## src/rtl/cfg_loader.sv

```systemverilog
module cfg_loader #(
  parameter int BYTE_GAP = 5563
) (
  input  logic         clk,
  input  logic         rst_n,
  input  logic         mode_in,
  input  logic         dual0_in,
  input  logic         dual1_in,
  output logic [3:0]   store_addr,
  input  logic [7:0]   store_data,
  output logic [127:0] cfg_q,
  output logic         hold_low,
  output logic         serial_route,
  output logic [3:0]   chan_off,
  output logic         osc_off,
  output logic         out_en,
  output logic         load_done
);
  localparam int NBYTES = 16;
  localparam int GW = $clog2(BYTE_GAP + 1);
  localparam logic [GW-1:0] GAP_LAST = GW'(BYTE_GAP - 1);

  typedef enum logic [1:0] {ST_LATCH, ST_LOAD, ST_RUN, ST_PROG} st_t;

  st_t           st;
  logic [GW-1:0] gap_cnt;
  logic [3:0]    idx;

  always_ff @(posedge clk or negedge rst_n) begin
    if (!rst_n) begin
      st        <= ST_LATCH;
      gap_cnt   <= '0;
      idx       <= '0;
      cfg_q     <= '0;
      load_done <= 1'b0;
    end else begin
      case (st)
        ST_LATCH: st <= mode_in ? ST_LOAD : ST_PROG;
        ST_LOAD: begin
          if (gap_cnt == GAP_LAST) begin
            cfg_q[{idx, 3'b000} +: 8] <= store_data;
            gap_cnt <= '0;
            if (idx == 4'(NBYTES - 1)) begin
              st        <= ST_RUN;
              load_done <= 1'b1;
            end else begin
              idx <= idx + 4'd1;
            end
          end else begin
            gap_cnt <= gap_cnt + 1'b1;
          end
        end
        ST_PROG: cfg_q <= '0;
        default: ;
      endcase
    end
  end

  wire run_live = (st == ST_RUN);
  wire pd_req   = run_live & dual0_in;

  assign store_addr   = idx;
  assign hold_low     = (st == ST_LATCH) | (st == ST_LOAD);
  assign serial_route = (st == ST_PROG);
  assign chan_off     = pd_req ? cfg_q[123:120] : 4'b0000;
  assign osc_off      = pd_req & (&cfg_q[126:120]);
  assign out_en       = run_live ? dual1_in : 1'b1;
endmodule

```

## config.mk

```make
export PLATFORM = sky130hd
export DESIGN_NAME = cfg_loader
export DESIGN_NICKNAME = d
export VERILOG_FILES = /design/src/rtl/cfg_loader.sv
export SDC_FILE = /design/constraint.sdc
export NUM_CORES = 1
export LEC_CHECK = 0
export CORE_ASPECT_RATIO = 2
export CORE_MARGIN = 5
export CORE_UTILIZATION = 52
export DETAILED_ROUTE_END_ITERATION = 7
export DONT_BUFFER_PORTS = 1
export PLACE_DENSITY = 0.65
export SLEW_MARGIN = 20
export SYNTH_ARGS = -nofsm -noshare
export SYNTH_HDL_FRONTEND = slang
export SYNTH_SLANG_ARGS = --single-unit
```

## constraint.sdc

```tcl
create_clock -name clk -period 3.5 [get_ports clk]
set_clock_uncertainty 0.15 [all_clocks]
set_input_delay 0.525 -clock clk [delete_from_list [all_inputs] [get_ports clk]]
set_output_delay 0.525 -clock clk [all_outputs]
set_load 0.01 [all_outputs]
```

==> summary.txt, run 1 <==
STA
  – Final hold vios: 148
  – Worst rel slew slack: between 40% and 50%
  – Fmax: around 340 MHz
  – Period utilization: 83.8%
  – Final slew viol count: 0
  – Final hold slack: -0.347 ns
  – Final setup vio count: 0
  – Post-layout min period: 2.93 ns
  – Worst-Margin Slew: 0.777 ns
  – RSZ-0062 raised after global routing: false
  – Setup TNS: 0 ns

Drt
  – Post-Route WL: roughly 18,000 um
  – Drt drc: 0
  – Drt initial violations: 229
  – Via density: 5.92
  – Routed wire per std cell: 22.9 um
  – ANT nets after route: 0
  – Via count: 4,696
  – Router iterations before antenna repair: 5

Floorplan
  – Initial Util: 52.9%
  – Die extent in x: 91.3 um
  – Rows: between 50 and 60
  – Die Area: ~16,000 sq um
  – Core box area: 13,000 sq um
  – Die Span Y: 173 um
  – I/O pin count: 154

Clock tree
  – Clock slew at reported path FFs: 0.06 ns
  – Clock buffer depth: 2
  – CTS tree: yes
  – Post-CTS Setup Bufs: 0
  – H-Tree Depth: 4
  – Post-CTS Resized: 0
  – Clock Sinks: ~150
  – CTS buffer count: 17
  – Clock Latency Late Sink: about 0.41 ns
  – Root Driver: clkbuf_16

Pwr
  – Peak supply drop: between 0.0004 and 0.0005 V
  – Clock share of power: 49.8%
  – Final Total Pwr: 3.76 mW
  – Leak: 4.00 nW
  – Sw frac: 22.8%
  – Net Sw Power: 0.857 mW
  – Gate power share: 3.4%
  – Pwr dens: roughly 490 nW/um^2
  – Int Power: 2.91 mW
  – Flop pwr share: between 40% and 50%

Worst setup path
  – R2R Path Start: gap_cnt[0]
  – CP dominant cell by count: or4_1
  – RR Endpoint: cfg_q[52]
  – CP Cell Sequence: inv_1, ha_1, nand4bb_1, or4_1, or4_1, mux2i_1
  – Crit-path max FO: 10
  – Worst reg2reg path depth: 6
  – Slowest cell on crit path: or4_1
  – Largest stage delay on the critical path: 0.86 ns
  – WP data required: approximately 3.6 ns
  – CP arrival: between 3 and 4 ns
  – Crit start category: flop
  – R2r setup slk: 0.57 ns
  – CP Capture Type: flop
  – Kind of critical path: flop to flop

Yosys
  – Yosys Warn Count: 0
  – Post-synth EDFFs: 0
  – Top_reg_cell synth: dfrtp_1
  – Post-Syn Area: 6870 sq um
  – FFs w/ async S/R, synth: 100%
  – Synthesized area per cell: 10.9 sq um
  – Syn nets: 651
  – Synth unique cells: 44
  – Sequential area share after synthesis: a little over half
  – Post-synthesis sequential element count: 148
  – Synth Instances: 632

Run
  – Max_cap viols: 0

GRT
  – Number of global-route vias before repair: around 4.8k
  – Initial antenna violation count: 0
  – Largest net degree at the start of global routing: 149
  – Global route overflow: 0
  – First-pass GRT wire length: 28,500 um
  – GRT Total Usage: 23.2%

Run status
  – Failing checks: negative hold slack
  – Status: finished, violations left

Layout
  – Synth-to-Final Area Change: 11.4%
  – Final instance area: between 7000 and 8000 sq um
  – Nets: 648
  – Ratio of cells with drive above 1 in the final layout: 9.98%
  – Antenna cells: 0

Placement
  – DP Area: 7050 sq um
  – Port bufs: 0
  – GP Congestion: between 0.8 and 0.9
  – Post-detail-place hpwl: between 10,000 and 15,000 um

Worst hold path
  – Hold Path Class: input pin to asynchronous set/reset pin
==> how the worst max path moves through the flow <==
stage                             start   endpoint  cells after the start  slack, ns
final                        gap_cnt[0]  cfg_q[52]                      6       0.57
after global routing              st[1]    osc_off                      4       0.44
after CTS                    gap_cnt[0]  cfg_q[52]                      6       0.56
after detailed placement     gap_cnt[0]  cfg_q[51]                      6       0.57
after global placement       gap_cnt[0]  cfg_q[51]                      6       0.64
after floorplan           store_addr[1]  cfg_q[16]                      7       0.92
==> area by class of cell <==
cell class,instances,area [sq um]
Tap cell,152,190
Inverter,6,22.5
Clock inverter,13,173
Timing Repair Buffer,15,125
Fill cell,1117,5350
Clock buffer,18,429
Sequential cell,148,3700
Multi-Input combinational cell,441,3000
==> per-layer routing <==
metal	part of all wire, %	GRT usage (%)
met2	56	42.0
met4	2.8	8.38
met1	35	25.2
met5	0	0
met3	6.1	6.64
==> worst max-delay path, delay by kind of cell, from the launching register on <==
| family | cells | cell delay [ns] |
|---|---|---|
| simple gates | 3 | 1.78 |
| flops | 1 | 0.41 |
| mux | 1 | 0.21 |
| fa+ha+maj | 1 | 0.18 |
| buf+inv | 1 | 0.07 |
==> state kept, by name, summed over array words and instances (netlist names) <==
name        flops
gap_cnt        13
load_done       1
st              2
cfg_q         128
store_addr      4
==> logic make-up after synthesis <==
kind of cell    synth area share (%)
compound gates                  2.61
xor+xnor                        2.17
fa+ha+maj                       1.09
buf+inv                         2.51
flops                           53.9
mux                             17.7
simple gates                    20.0
==> synthesized netlist by cell type (all sizes together), types with 4 or more instances <==
cell type / n / share of area, %
xnor2: 9 / 1.1
nor4: 5 / 0.55
and4: 4 / 0.51
buf: 5 / 0.44
mux2i: 118 / 17
dfrtp: 148 / 54
o21ai: 13 / 0.95
nand2b: 5 / 0.46
nor2: 19 / 1.0
nand2: 133 / 7.3
or3: 7 / 0.64
xor2: 8 / 1.0
a21oi: 11 / 0.80
inv: 6 / 0.33
nand3: 20 / 1.5
nand4b: 11 / 1.4
nor3: 5 / 0.44
and3: 6 / 0.55
clkbuf: 32 / 1.7
ha: 6 / 1.1
nand4: 22 / 2.5
nor2b: 12 / 1.1
==> stage by stage <==
stage	utilization [%]	instances	hold WS (ns)	worst slack [ns]
2_1_floorplan	-	632	0.0794	0.918
3_3_place_gp	54.2	762	0.0833	0.637
3_5_place_dp	54.2	762	0.0836	0.570
4_1_cts	58.9	793	-0.360	0.558
5_1_grt	58.9	793	-0.369	0.439
6_report	58.9	793	-0.347	0.566
==> cells in the final DEF (no fill, tap or decap), types with 3 or more instances in the layout <==
cell type / count
clkinvlp_4: 3
xnor2_1: 9
a21oi_1: 11
nand2_1: 132
ha_1: 6
dfrtp_1: 148
bufinv_16: 3
nand2b_1: 5
mux2_2: 3
nand4_2: 5
xor2_1: 8
and4_1: 4
o21ai_0: 13
nand4b_1: 11
nor2_1: 19
nand3_1: 20
mux2i_1: 118
or3_1: 7
clkbuf_16: 17
nor4_1: 4
nor2b_1: 12
buf_4: 14
inv_6: 5
or2_2: 3
nand4_1: 17
inv_1: 6
and3_1: 6
nor3_1: 4
==> power by group through the flow <==
stage / Clock [mW] / Combinational (mW) / Sequential [mW]
after floorplan: 0 / 0.0999 / 1.78
final: 1.88 / 0.127 / 1.76
after detailed placement: 0 / 0.127 / 1.79
after global placement: 0 / 0.122 / 1.79
after global routing: 1.98 / 0.143 / 1.76
after CTS: 1.91 / 0.128 / 1.76
No activity file was read; power rests on OpenSTA's default activity.
==> run 2, diff against run 1 <==
PLACE_DENSITY = 0.68   (was 0.65)
clock period = 2.56 ns   (was 3.5 ns; I/O delays follow)
==> summary.txt, run 2 (synthesis results as in run 1) <==
Worst setup path
  – WP data required: 2.70 ns (-0.92 ns)
  – CP arrival: 2.57 ns (-0.49 ns)
  – Slowest cell on crit path: or4_1
  – CP bufs+invs: 2 (+1)
  – Kind of critical path: flop to flop
  – Crit start category: flop
  – CP Capture Type: flop
  – Largest stage delay on the critical path: 0.56 ns (-0.30 ns)
  – CP Cell Sequence: inv_1, ha_2, nand4bb_1, or4_1, or4_4, buf_6, mux2i_1
  – CP delay by family, top: simple AND/OR/NAND/NOR gates
  – Crit-path max FO: 8 (-2)

Drt
  – Via density: 5.99 (+1.2%)
  – Router iterations before antenna repair: 4 (-1)
  – Post-Route WL: 18,600 um (+2.8%)
  – Routed wire per std cell: 22.7 um (-0.86%)
  – Drt initial violations: 246 (+7.4%)
  – Via count: 4,924 (+4.9%)
  – Drt drc: 0 (unchanged)
  – ANT nets after route: 0 (unchanged)

STA
  – Final setup vio count: 0 (unchanged)
  – Fmax: 411 MHz (+20%)
  – RSZ-0062 raised after global routing: true
  – Final slew viol count: 0 (unchanged)
  – Setup TNS: 0 ns (unchanged)
  – Final hold slack: -0.496 ns (-0.148 ns)
  – Post-layout min period: 2.44 ns (-0.498 ns)
  – Period utilization: 95.2% (+11 points)
  – Worst rel slew slack: 54.6% (+6.6 points)
  – Worst-Margin Slew: 0.675 ns (-0.101 ns)
  – Final hold vios: 148 (unchanged)
  – Fin worst setup slack: 0.124 ns (-0.442 ns)

Floorplan
  – Core box area: 13,000 sq um (unchanged)
  – Rows: 59 (unchanged)
  – Die extent in x: 91.3 um (unchanged)
  – Initial Util: 52.9% (unchanged)
  – Die Area: 15,700 sq um (unchanged)
  – I/O pin count: 154 (unchanged)
  – Die Span Y: 173 um (unchanged)

Clock tree
  – CTS buffer count: 17 (unchanged)
  – H-Tree Depth: 4 (unchanged)
  – Hold-fix buffers, CTS: 9
  – Clock Latency Late Sink: 0.42 ns (about the same)
  – Clock Sinks: 148 (unchanged)
  – Root Driver: clkbuf_16
  – Clock slew at reported path FFs: 0.07 ns (about the same)
  – Clock buffer depth: 2 (unchanged)
  – CTS tree: yes
  – Post-CTS Setup Bufs: 0 (unchanged)

GRT
  – First-pass GRT wire length: 29,400 um (+3.2%)
  – Global route overflow: 0 (unchanged)
  – Number of global-route vias before repair: 5,130 (+7.0%)
  – Largest net degree at the start of global routing: 149 (unchanged)
  – GRT Total Usage: 23.8% (+0.61 points)
  – Initial antenna violation count: 1 (+1)

Layout
  – Final instance area: 7860 sq um (+2.8%)
  – Biggest register: cfg_q
  – Synth-to-Final Area Change: 14.5%
  – Nets: 675 (+4.2%)
  – Most common cell after layout, fill and taps aside: dfrtp_1
  – Commonest cells after routing, fill and taps aside: dfrtp_1 (148), nand2_1 (132), mux2i_1 (117)
  – Register area: 3700 sq um (unchanged)
  – Largest register FFs: 128 (unchanged)
  – Ratio of cells with drive above 1 in the final layout: 13.0% (+3.0 points)
  – Multi-input logic area: 3030 sq um (+0.92%)
  – Cell Count, Final, Fillers Out: 822 (+3.7%)
  – FILL cells: 1,092 (-2.2%)

Pwr
  – Pwr dens: 638 nW/um^2 (+30%)
  – Peak supply drop: 0.000608 V (+50%)
  – Leak: 4.09 nW (+2.3%)

Placement
  – Post-detail-place hpwl: 13,400 um (+2.5%)
  – DP Area: 7170 sq um (+1.7%)
  – Port bufs: 0 (unchanged)
  – Placed cells: 780 (+2.4%)
  – Dpl ws: 0.0748 ns (-0.496 ns)
  – GP Congestion: 0.914 (+10%)

Run status
  – Status: finished, violations left
  – Failing checks: negative hold slack

Run
  – Max_cap viols: 0 (unchanged)

Worst hold path
  – Hold Path Class: input pin to asynchronous set/reset pin
run 2: cell count changes in the layout (fill, tap and decap cells not counted), sizes merged:
cell	delta
bufinv	-3
diode	+1
buf	+18
clkinv	+3
dlygate4sd3	+9
clkbuf	+1
run 2: metrics by stage:
| step | util (%) | power, mW |
|---|---|---|
| 3_3_place_gp | 55.2 | 2.65 |
| 3_5_place_dp | 55.2 | 2.66 |
| 6_report | 60.5 | 5.01 |
| 5_1_grt | 60.5 | 5.18 |
| 2_1_floorplan | - | 2.58 |
| 4_1_cts | 60.2 | 5.04 |
run 2: final timing paths:
path | from | end | slack [ns] | depth (start not counted)
max in group asynchronous | rst_n | cfg_q[77] | 2.44 | 0
min in group clk | store_data[5] | cfg_q[125] | 0.06 | 2
min | rst_n | cfg_q[41] | -0.50 | 0
min reg2reg | gap_cnt[11] | gap_cnt[11] | 0.36 | 1
max | gap_cnt[0] | cfg_q[54] | 0.12 | 7
max reg2reg | gap_cnt[0] | cfg_q[54] | 0.12 | 7
run 2: report_power, final:
part	internal, mW	switching [mW]
clock network	1.32	1.06
registers	2.37	0.0254
logic	0.0989	0.147
total	3.79	1.23
run 2: per-layer routing:
layer  track usage (%)  wire [um]
met4              11.9        774
met3              6.77       1200
met5                 0          0
met2              41.9      10300
met1              25.5       6350
run 2: cell type report:
class	instances	area share [%]
sequential	148	47.1
multi-input combinational	441	38.6
clock buffer	19	5.76
timing repair buffer	42	4.39
tap	152	2.42
clock inverter	13	1.43
inverter	6	0.286
antenna	1	0.0318
run 2: timing repair:
item                                   4_1_cts  5_1_grt
setup endpoints to repair                    0       18
resized for setup                            0        7
endpoints found under the hold margin      163      148
